## src/rtl/usf_pkg.sv

```systemverilog
package usf_pkg;
  localparam int unsigned DEF_NUM_FLAGS = 4;

  typedef struct packed {
    logic addr_run;
    logic arith_run;
    logic wait_lock;
  } unit_state_t;
endpackage

```

## src/rtl/usf_run_ctrl.sv

```systemverilog
module usf_run_ctrl (
  input  logic clk_i,
  input  logic rst_ni,
  input  logic ext_start_i,
  input  logic addr_halt_i,
  input  logic addr_arith_start_i,
  input  logic arith_halt_i,
  input  logic wait_lock_i,
  output logic addr_run_o,
  output logic arith_run_o,
  output logic addr_go_o
);
  logic addr_run_q, arith_run_q;
  logic addr_go;
  logic addr_run_d, arith_run_d;

  assign addr_go = addr_run_q & ~wait_lock_i;

  // clear has priority over set on both run bits
  always_comb begin
    addr_run_d  = (addr_run_q | ext_start_i) & ~(addr_halt_i & addr_go);
    arith_run_d = (arith_run_q | (addr_arith_start_i & addr_go)) & ~arith_halt_i;
  end

  always_ff @(posedge clk_i or negedge rst_ni) begin
    if (!rst_ni) begin
      addr_run_q  <= 1'b0;
      arith_run_q <= 1'b0;
    end else begin
      addr_run_q  <= addr_run_d;
      arith_run_q <= arith_run_d;
    end
  end

  assign addr_run_o  = addr_run_q;
  assign arith_run_o = arith_run_q;
  assign addr_go_o   = addr_go;

  assert_addr_start_R2: assert property (@(posedge clk_i) disable iff (!rst_ni)
    (ext_start_i && !(addr_halt_i && addr_go_o)) |=> addr_run_o);
  assert_addr_halt_R2: assert property (@(posedge clk_i) disable iff (!rst_ni)
    (addr_halt_i && addr_go_o) |=> !addr_run_o);
  assert_arith_halt_R3: assert property (@(posedge clk_i) disable iff (!rst_ni)
    arith_halt_i |=> !arith_run_o);
  assert_stalled_start_R10: assert property (@(posedge clk_i) disable iff (!rst_ni)
    (!addr_go_o && !arith_halt_i) |=> $stable(arith_run_o));
  assert_stalled_halt_R10: assert property (@(posedge clk_i) disable iff (!rst_ni)
    (!addr_go_o && addr_run_o) |=> addr_run_o);
endmodule

```

## src/rtl/usf_interlock.sv

```systemverilog
module usf_interlock (
  input  logic clk_i,
  input  logic rst_ni,
  input  logic wait_set_i,
  input  logic wait_clr_i,
  input  logic addr_go_i,
  input  logic arith_run_i,
  output logic wait_lock_o,
  output logic release_o
);
  logic wait_q, wait_d;
  logic rel_q;

  always_comb begin
    wait_d = (wait_q | (wait_set_i & addr_go_i)) & ~(wait_clr_i & arith_run_i);
  end

  always_ff @(posedge clk_i or negedge rst_ni) begin
    if (!rst_ni) begin
      wait_q <= 1'b0;
      rel_q  <= 1'b0;
    end else begin
      wait_q <= wait_d;
      rel_q  <= wait_q & ~wait_d;
    end
  end

  assign wait_lock_o = wait_q;
  assign release_o   = rel_q;

  assert_wait_set_R4: assert property (@(posedge clk_i) disable iff (!rst_ni)
    (wait_set_i && addr_go_i && !(wait_clr_i && arith_run_i)) |=> wait_lock_o);
  assert_wait_clr_R4: assert property (@(posedge clk_i) disable iff (!rst_ni)
    (wait_clr_i && arith_run_i) |=> !wait_lock_o);
  assert_clr_ignored_R10: assert property (@(posedge clk_i) disable iff (!rst_ni)
    (wait_lock_o && !arith_run_i) |=> wait_lock_o);
  assert_release_edge_R6: assert property (@(posedge clk_i) disable iff (!rst_ni)
    release_o |-> (!wait_lock_o && $past(wait_lock_o)));
  assert_release_single_R6: assert property (@(posedge clk_i) disable iff (!rst_ni)
    release_o |=> !release_o);
endmodule

```

## src/rtl/usf_flag_bank.sv

```systemverilog
module usf_flag_bank #(
  parameter int unsigned NUM_FLAGS = 4
) (
  input  logic                 clk_i,
  input  logic                 rst_ni,
  input  logic [NUM_FLAGS-1:0] set_i,
  input  logic [NUM_FLAGS-1:0] clr_i,
  output logic [NUM_FLAGS-1:0] flag_o
);
  for (genvar k = 0; k < NUM_FLAGS; k++) begin : g_flag
    logic q;
    always_ff @(posedge clk_i or negedge rst_ni) begin
      if (!rst_ni)       q <= 1'b0;
      else if (clr_i[k]) q <= 1'b0;
      else if (set_i[k]) q <= 1'b1;
    end
    assign flag_o[k] = q;

    assert_flag_clr_R7: assert property (@(posedge clk_i) disable iff (!rst_ni)
      clr_i[k] |=> !flag_o[k]);
    assert_flag_set_R7: assert property (@(posedge clk_i) disable iff (!rst_ni)
      (set_i[k] && !clr_i[k]) |=> flag_o[k]);
    assert_flag_hold_R7: assert property (@(posedge clk_i) disable iff (!rst_ni)
      (!set_i[k] && !clr_i[k]) |=> $stable(flag_o[k]));
  end
endmodule

```

## src/rtl/usf_done_detect.sv

```systemverilog
module usf_done_detect (
  input  logic addr_run_i,
  input  logic wait_lock_i,
  input  logic raf_empty_i,
  input  logic iq_empty_i,
  output logic in_fin_o,
  output logic wait_fin_o
);
  logic drained;
  assign drained    = raf_empty_i & iq_empty_i;
  assign in_fin_o   = ~addr_run_i & drained;
  assign wait_fin_o = wait_lock_i & drained;
endmodule

```

## src/rtl/unit_sync_flags.sv

```systemverilog
module unit_sync_flags #(
  parameter int unsigned NUM_FLAGS = usf_pkg::DEF_NUM_FLAGS
) (
  input  logic                 clk_i,
  input  logic                 rst_ni,
  input  logic                 ext_start_i,
  input  logic                 addr_halt_i,
  input  logic                 addr_arith_start_i,
  input  logic                 addr_wait_set_i,
  input  logic                 arith_halt_i,
  input  logic                 arith_wait_clr_i,
  input  logic [NUM_FLAGS-1:0] flag_set_i,
  input  logic [NUM_FLAGS-1:0] flag_clr_i,
  input  logic                 raf_empty_i,
  input  logic                 iq_empty_i,
  output logic                 addr_run_o,
  output logic                 arith_run_o,
  output logic                 wait_lock_o,
  output logic                 addr_go_o,
  output logic                 release_o,
  output logic [NUM_FLAGS-1:0] sys_flag_o,
  output logic                 in_fin_o,
  output logic                 wait_fin_o
);
  usf_pkg::unit_state_t st;
  logic addr_go;
  logic release_w;

  usf_run_ctrl u_run (
    .clk_i              (clk_i),
    .rst_ni             (rst_ni),
    .ext_start_i        (ext_start_i),
    .addr_halt_i        (addr_halt_i),
    .addr_arith_start_i (addr_arith_start_i),
    .arith_halt_i       (arith_halt_i),
    .wait_lock_i        (st.wait_lock),
    .addr_run_o         (st.addr_run),
    .arith_run_o        (st.arith_run),
    .addr_go_o          (addr_go)
  );

  usf_interlock u_lock (
    .clk_i       (clk_i),
    .rst_ni      (rst_ni),
    .wait_set_i  (addr_wait_set_i),
    .wait_clr_i  (arith_wait_clr_i),
    .addr_go_i   (addr_go),
    .arith_run_i (st.arith_run),
    .wait_lock_o (st.wait_lock),
    .release_o   (release_w)
  );

  usf_flag_bank #(.NUM_FLAGS(NUM_FLAGS)) u_flags (
    .clk_i  (clk_i),
    .rst_ni (rst_ni),
    .set_i  (flag_set_i),
    .clr_i  (flag_clr_i),
    .flag_o (sys_flag_o)
  );

  usf_done_detect u_done (
    .addr_run_i  (st.addr_run),
    .wait_lock_i (st.wait_lock),
    .raf_empty_i (raf_empty_i),
    .iq_empty_i  (iq_empty_i),
    .in_fin_o    (in_fin_o),
    .wait_fin_o  (wait_fin_o)
  );

  assign addr_run_o  = st.addr_run;
  assign arith_run_o = st.arith_run;
  assign wait_lock_o = st.wait_lock;
  assign addr_go_o   = addr_go;
  assign release_o   = release_w;

  assert_go_on_release_R5: assert property (@(posedge clk_i) disable iff (!rst_ni)
    (release_o && addr_run_o) |-> addr_go_o);
  assert_no_infin_running_R8: assert property (@(posedge clk_i) disable iff (!rst_ni)
    addr_run_o |-> !in_fin_o);
  assert_no_waitfin_unlocked_R9: assert property (@(posedge clk_i) disable iff (!rst_ni)
    !wait_lock_o |-> !wait_fin_o);
endmodule

```

## config.mk

```make
export PLATFORM = sky130hd
export DESIGN_NAME = unit_sync_flags
export DESIGN_NICKNAME = d
export VERILOG_FILES = /design/src/rtl/usf_pkg.sv /design/src/rtl/usf_run_ctrl.sv /design/src/rtl/usf_interlock.sv /design/src/rtl/usf_flag_bank.sv /design/src/rtl/usf_done_detect.sv /design/src/rtl/unit_sync_flags.sv
export SDC_FILE = /design/constraint.sdc
export NUM_CORES = 1
export LEC_CHECK = 0
export BUFFER_PORTS_ARGS = -buffer_cell sky130_fd_sc_hd__buf_2
export CELL_PAD_IN_SITES_DETAIL_PLACEMENT = 1
export CELL_PAD_IN_SITES_GLOBAL_PLACEMENT = 1
export CORE_UTILIZATION = 25
export CTS_CLUSTER_DIAMETER = 200
export DETAILED_ROUTE_END_ITERATION = 10
export GPL_ROUTABILITY_DRIVEN = 0
export PLACE_DENSITY_LB_ADDON = 0.1
export SETUP_SLACK_MARGIN = 0.3
export SYNTH_ARGS = -nofsm -noshare
export SYNTH_HDL_FRONTEND = slang
export SYNTH_SLANG_ARGS = --single-unit
```

## constraint.sdc

```tcl
create_clock -name clk_i -period 1.7 [get_ports clk_i]
set_input_delay 0.17 -clock clk_i [delete_from_list [all_inputs] [get_ports clk_i]]
set_output_delay 0.17 -clock clk_i [all_outputs]
set_load 0.01 [all_outputs]
```

Yosys cells after proc, flatten, opt, wreduce, memory -nomap -nowiden
Index checks and enable logic that the tools add are counted.
Storage, ports and cells
  register bits after elaboration: 8
  logic and storage cells: 41
Cells by class
  multiplexer cells: 8
  bitwise operators: 21
  reduce and logical (&&, ||, !) cells: 4
Operators by type and width (count)
  1-bit bitwise AND: 12
  1-bit two-way mux: 8
  2-bit nonzero test: 4
  1-bit NOT: 6
  1-bit OR: 3

Depth between registers and ports, before layout
  depth in word-level cells: 7
  mapped depth: 2
  mapped depth without buffers: 2

Hierarchy
Synthesis repeated with hierarchy kept, for this count alone.
Second synthesis, totals
  cell total of the unflattened synthesis: 27
  area, all modules: 340.3 sq um
Modules (own cells, without submodules)
  usf_flag_bank: instances 1, cells an instance 12, area an instance 170.2 sq um
  usf_run_ctrl: instances 1, cells an instance 8, area an instance 88.8 sq um
  usf_interlock: instances 1, cells an instance 5, area an instance 66.3 sq um
  usf_done_detect: instances 1, cells an instance 2, area an instance 15.0 sq um

Worst setup path before layout
Ideal clock, no wire load.
  path type: register -> output
  from: register u_lock.wait_q, in the netlist u_lock.wait_lock_o
  to: output wait_fin_o
  arrival: 693 ps
  data required time: 1530 ps
  slack: 837 ps
  cell stages (with the launch flop): 2
  path buffers: 0
  cells stage by stage: dfrtp_1 -> and3_2
On the way
  cells in the longest elaborated chain, start to end: 1
Ends and longest elaborated chain
  start, declared: line usf_interlock.sv:11  | logic wait_q, wait_d;
  start signal, assigned: line usf_interlock.sv:23  | wait_q <= wait_d;
  1-bit bitwise AND: line usf_done_detect.sv:12  | assign wait_fin_o = wait_lock_i & drained;
  end, declared: line unit_sync_flags.sv:23  | output logic wait_fin_o
Every way passes these cells.

Worst setup path in the final report
Ends and elaborated chain as after synthesis.

==> flow_summary.ini <==
[yosys]
synth_area_leader_cell = dfrtp_1
synth_top_family_by_area = simple AND/OR/NAND/NOR gates
synth_xor_area_share_pct = 0
synth-seq-area-share_pct = 60.4
synth_seq_cells = 8
synth-main-ff-cell = dfrtp_1
synthSimpleGateAreaFrac_pct = 23.4
synth_area_um2 = 332
synthMostInstantiatedCell = nor2_1
synth_area_leaders = dfrtp_1, nor2_1, buf_4
synth.distinct_cells = 9
synth-async-reset-ratio_pct = 100
synth-compound-area-share_pct = 6.04
synth.top_cell.area_share_pct = 60.4
ys_warn_count = 0
yosys-top-cells-count = nor2_1, dfrtp_1, a21oi_1, buf_4, and3_2
synth_nets = 50
synth_adder_area_share_pct = 0
synthCells = 32
syn_area_per_cell_um2 = 10.4
synth_edf_count = 0
synthMuxAreaShare_pct = 0

[placement]
postPlaceCellArea_um2 = 459
port_buffers = 28
dp_hpwl_um = 607

[critical_path]
worst-r2r-setup-slack_ns = 0.85
worstPathMaxFanout = 6
reg2reg_depth = 2
reg2reg_from = u_lock.wait_lock_o$_DFF_PN0_
crit_path_start = u_lock.wait_lock_o$_DFF_PN0_
r2r-end = u_run.arith_run_o$_DFF_PN0_
worstSetupPathType = reg -> out
crit_required_ns = 1.53
crit_arrival_ns = 1.04
setup.worst_path.end_class = primary output
cp-start-kind = register

[global_routing]
grt_pass1_vias = 306
grt_pass1_wl_um = 1140
grt_max_degree = 9
grt_use_total_pct = 12.1
grt-ovfl-total = 0
antenna_found_initial = 0

[cells_and_area]
nNetsFinal = 80
fin_area_um2 = 492
antenna_cells = 0
num-fill-cells = 147
syn2layout_area_growth_pct = 48.3
drive_above_1_share_pct = 56.7

[timing]
clock_skew_ns = 0.00307
tightest_slew_ns = 0.227
max_freq_ghz = 0.826
rsz0062_at_grt = false
slew_headroom_pct = 84.9
finalCritPeriodShare_pct = 71.2
report.final.slew_viol_count = 0
layout_min_cycle_time_ns = 1.21
hold_viol = 0
tns_ns = 0
setup_viol = 0

[drt]
drc = 0
ant_nets = 0
routedWlPerCell_um = 9.70
vias = 322
drtIter0Drc = 1
drt_pass1_iterations = 2
routed_wl_um = 718
vias_per_cell = 4.35

[pwr]
clockPowerShare_pct = 36.7
swShare_pct = 21.6
p_leak_uw = 0.000278
vdd_drop_max_mv = 0.374
seq_power_share_pct = 51.9
power_density_mw_per_mm2 = 784
combPwrFrac_pct = 11.4
intPower_uw = 302
switching_power_uw = 83.1

[die]
start_util_pct = 28.3
fp.dieW_um = 38.4
io_pins = 29
fp.dieH_um = 38.4
row_count = 12
fp.dieArea_mm2 = 0.00148
core_region_area_mm2 = 0.00117

[min_path]
whs_endpoint = u_flags.g_flag[3].q$_DFFE_PN0P_
min_path_cells = 2
min_from = flag_clr_i[3]
min_path_type = in -> reg

[clock_tree]
clk_path_buf_depth = 2
clock-sinks = 8
cts_buffers = 3
htree_levels = 1
tritoncts = done
clk_latency_ns = 0.25
root_buffer = clkbuf_4
cts.reportedPaths.clkPinSlew_ns = 0.05

[status]
outcome = finished clean

[flow_run]
cap_violations = 0
## worst max path at each step
| stage | to | slack (ns) | cells after the start |
|---|---|---|---|
| CTS | wait_fin_o | 0.47 | 2 |
| global placement | wait_fin_o | 0.79 | 2 |
| global route | wait_fin_o | 0.43 | 2 |
| finish | wait_fin_o | 0.49 | 2 |
| floorplan | wait_fin_o | 0.84 | 1 |
| detailed placement | wait_fin_o | 0.77 | 2 |
## repair_timing
item | in CTS | in global routing
resized for setup | 0 | 0
hold endpoints to repair | 8 | 0
hold buffers | 1 | 0
setup buffers | 0 | 0
## power by group through the flow
| stage | Clock (uW) | Combinational, uW | Sequential [uW] |
|---|---|---|---|
| finish | 141 | 44.0 | 200 |
| global route | 157 | 50.3 | 201 |
| detailed placement | 0 | 43.8 | 203 |
| floorplan | 0 | 20.6 | 203 |
| global placement | 0 | 42.0 | 203 |
| CTS | 150 | 45.6 | 200 |
## layout make-up
| cell class | count | area, um2 | area share [%] |
|---|---|---|---|
| clock buffers | 3 | 22.5 | 4.58 |
| inverters | 1 | 3.75 | 0.763 |
| multi-input cells | 19 | 97.6 | 19.8 |
| flip-flops and latches | 8 | 200 | 40.7 |
| well taps | 14 | 17.5 | 3.56 |
| repair buffers | 29 | 150 | 30.5 |
## through the flow
step | setup WS [ns] | utilization, % | hold WS [ns] | total power [uW] | instances
2_1_floorplan | 0.837 | - | -0.126 | 224 | 32
3_3_place_gp | 0.794 | 39.2 | 0.0205 | 245 | 70
3_5_place_dp | 0.768 | 39.2 | 0.0232 | 247 | 70
4_1_cts | 0.473 | 42.0 | 0.0532 | 396 | 74
5_1_grt | 0.433 | 42.0 | 0.0559 | 409 | 74
6_report | 0.489 | 42.0 | 0.0621 | 385 | 74
## cells by family (layout without fill, tap and decap cells)
logic type | after synthesis | in the layout
AO/OA/AOI/OAI | 4 | 4
buffers and inverters | 5 | 33
flip-flops | 8 | 8
AND/OR/NAND/NOR | 15 | 15
## placed cells by master, fill, tap and decap left out, drive strengths merged
master and instances:
dfrtp 8, buf 28, nor2b 1, inv 1, and3 2, nor2 10
nand2 1, clkbuf 3, nand3b 1, dlygate4sd3 1, a21oi 4
## sequential cells by signal, summed over array words and instances, names as in the netlist
signal / count
u_flags.g_flag.q: 4
u_run.arith_run_o: 1
u_lock.release_o: 1
u_lock.wait_lock_o: 1
u_run.addr_run_o: 1
## per-layer routing
layer	vias to the layer above	GRT usage, %	wire length (um)
li1	157	-	-
met1	143	12.5	297
met2	22	19.9	326
met3	0	8.72	94
met4	0	2.59	0
met5	-	0	0
## worst max-delay path, stage by stage, from the launching register on
cell and delay (ns):
dfrtp_1 0.46, and3_2 0.21, buf_2 0.12
No activity file was read; power rests on OpenSTA's default activity.
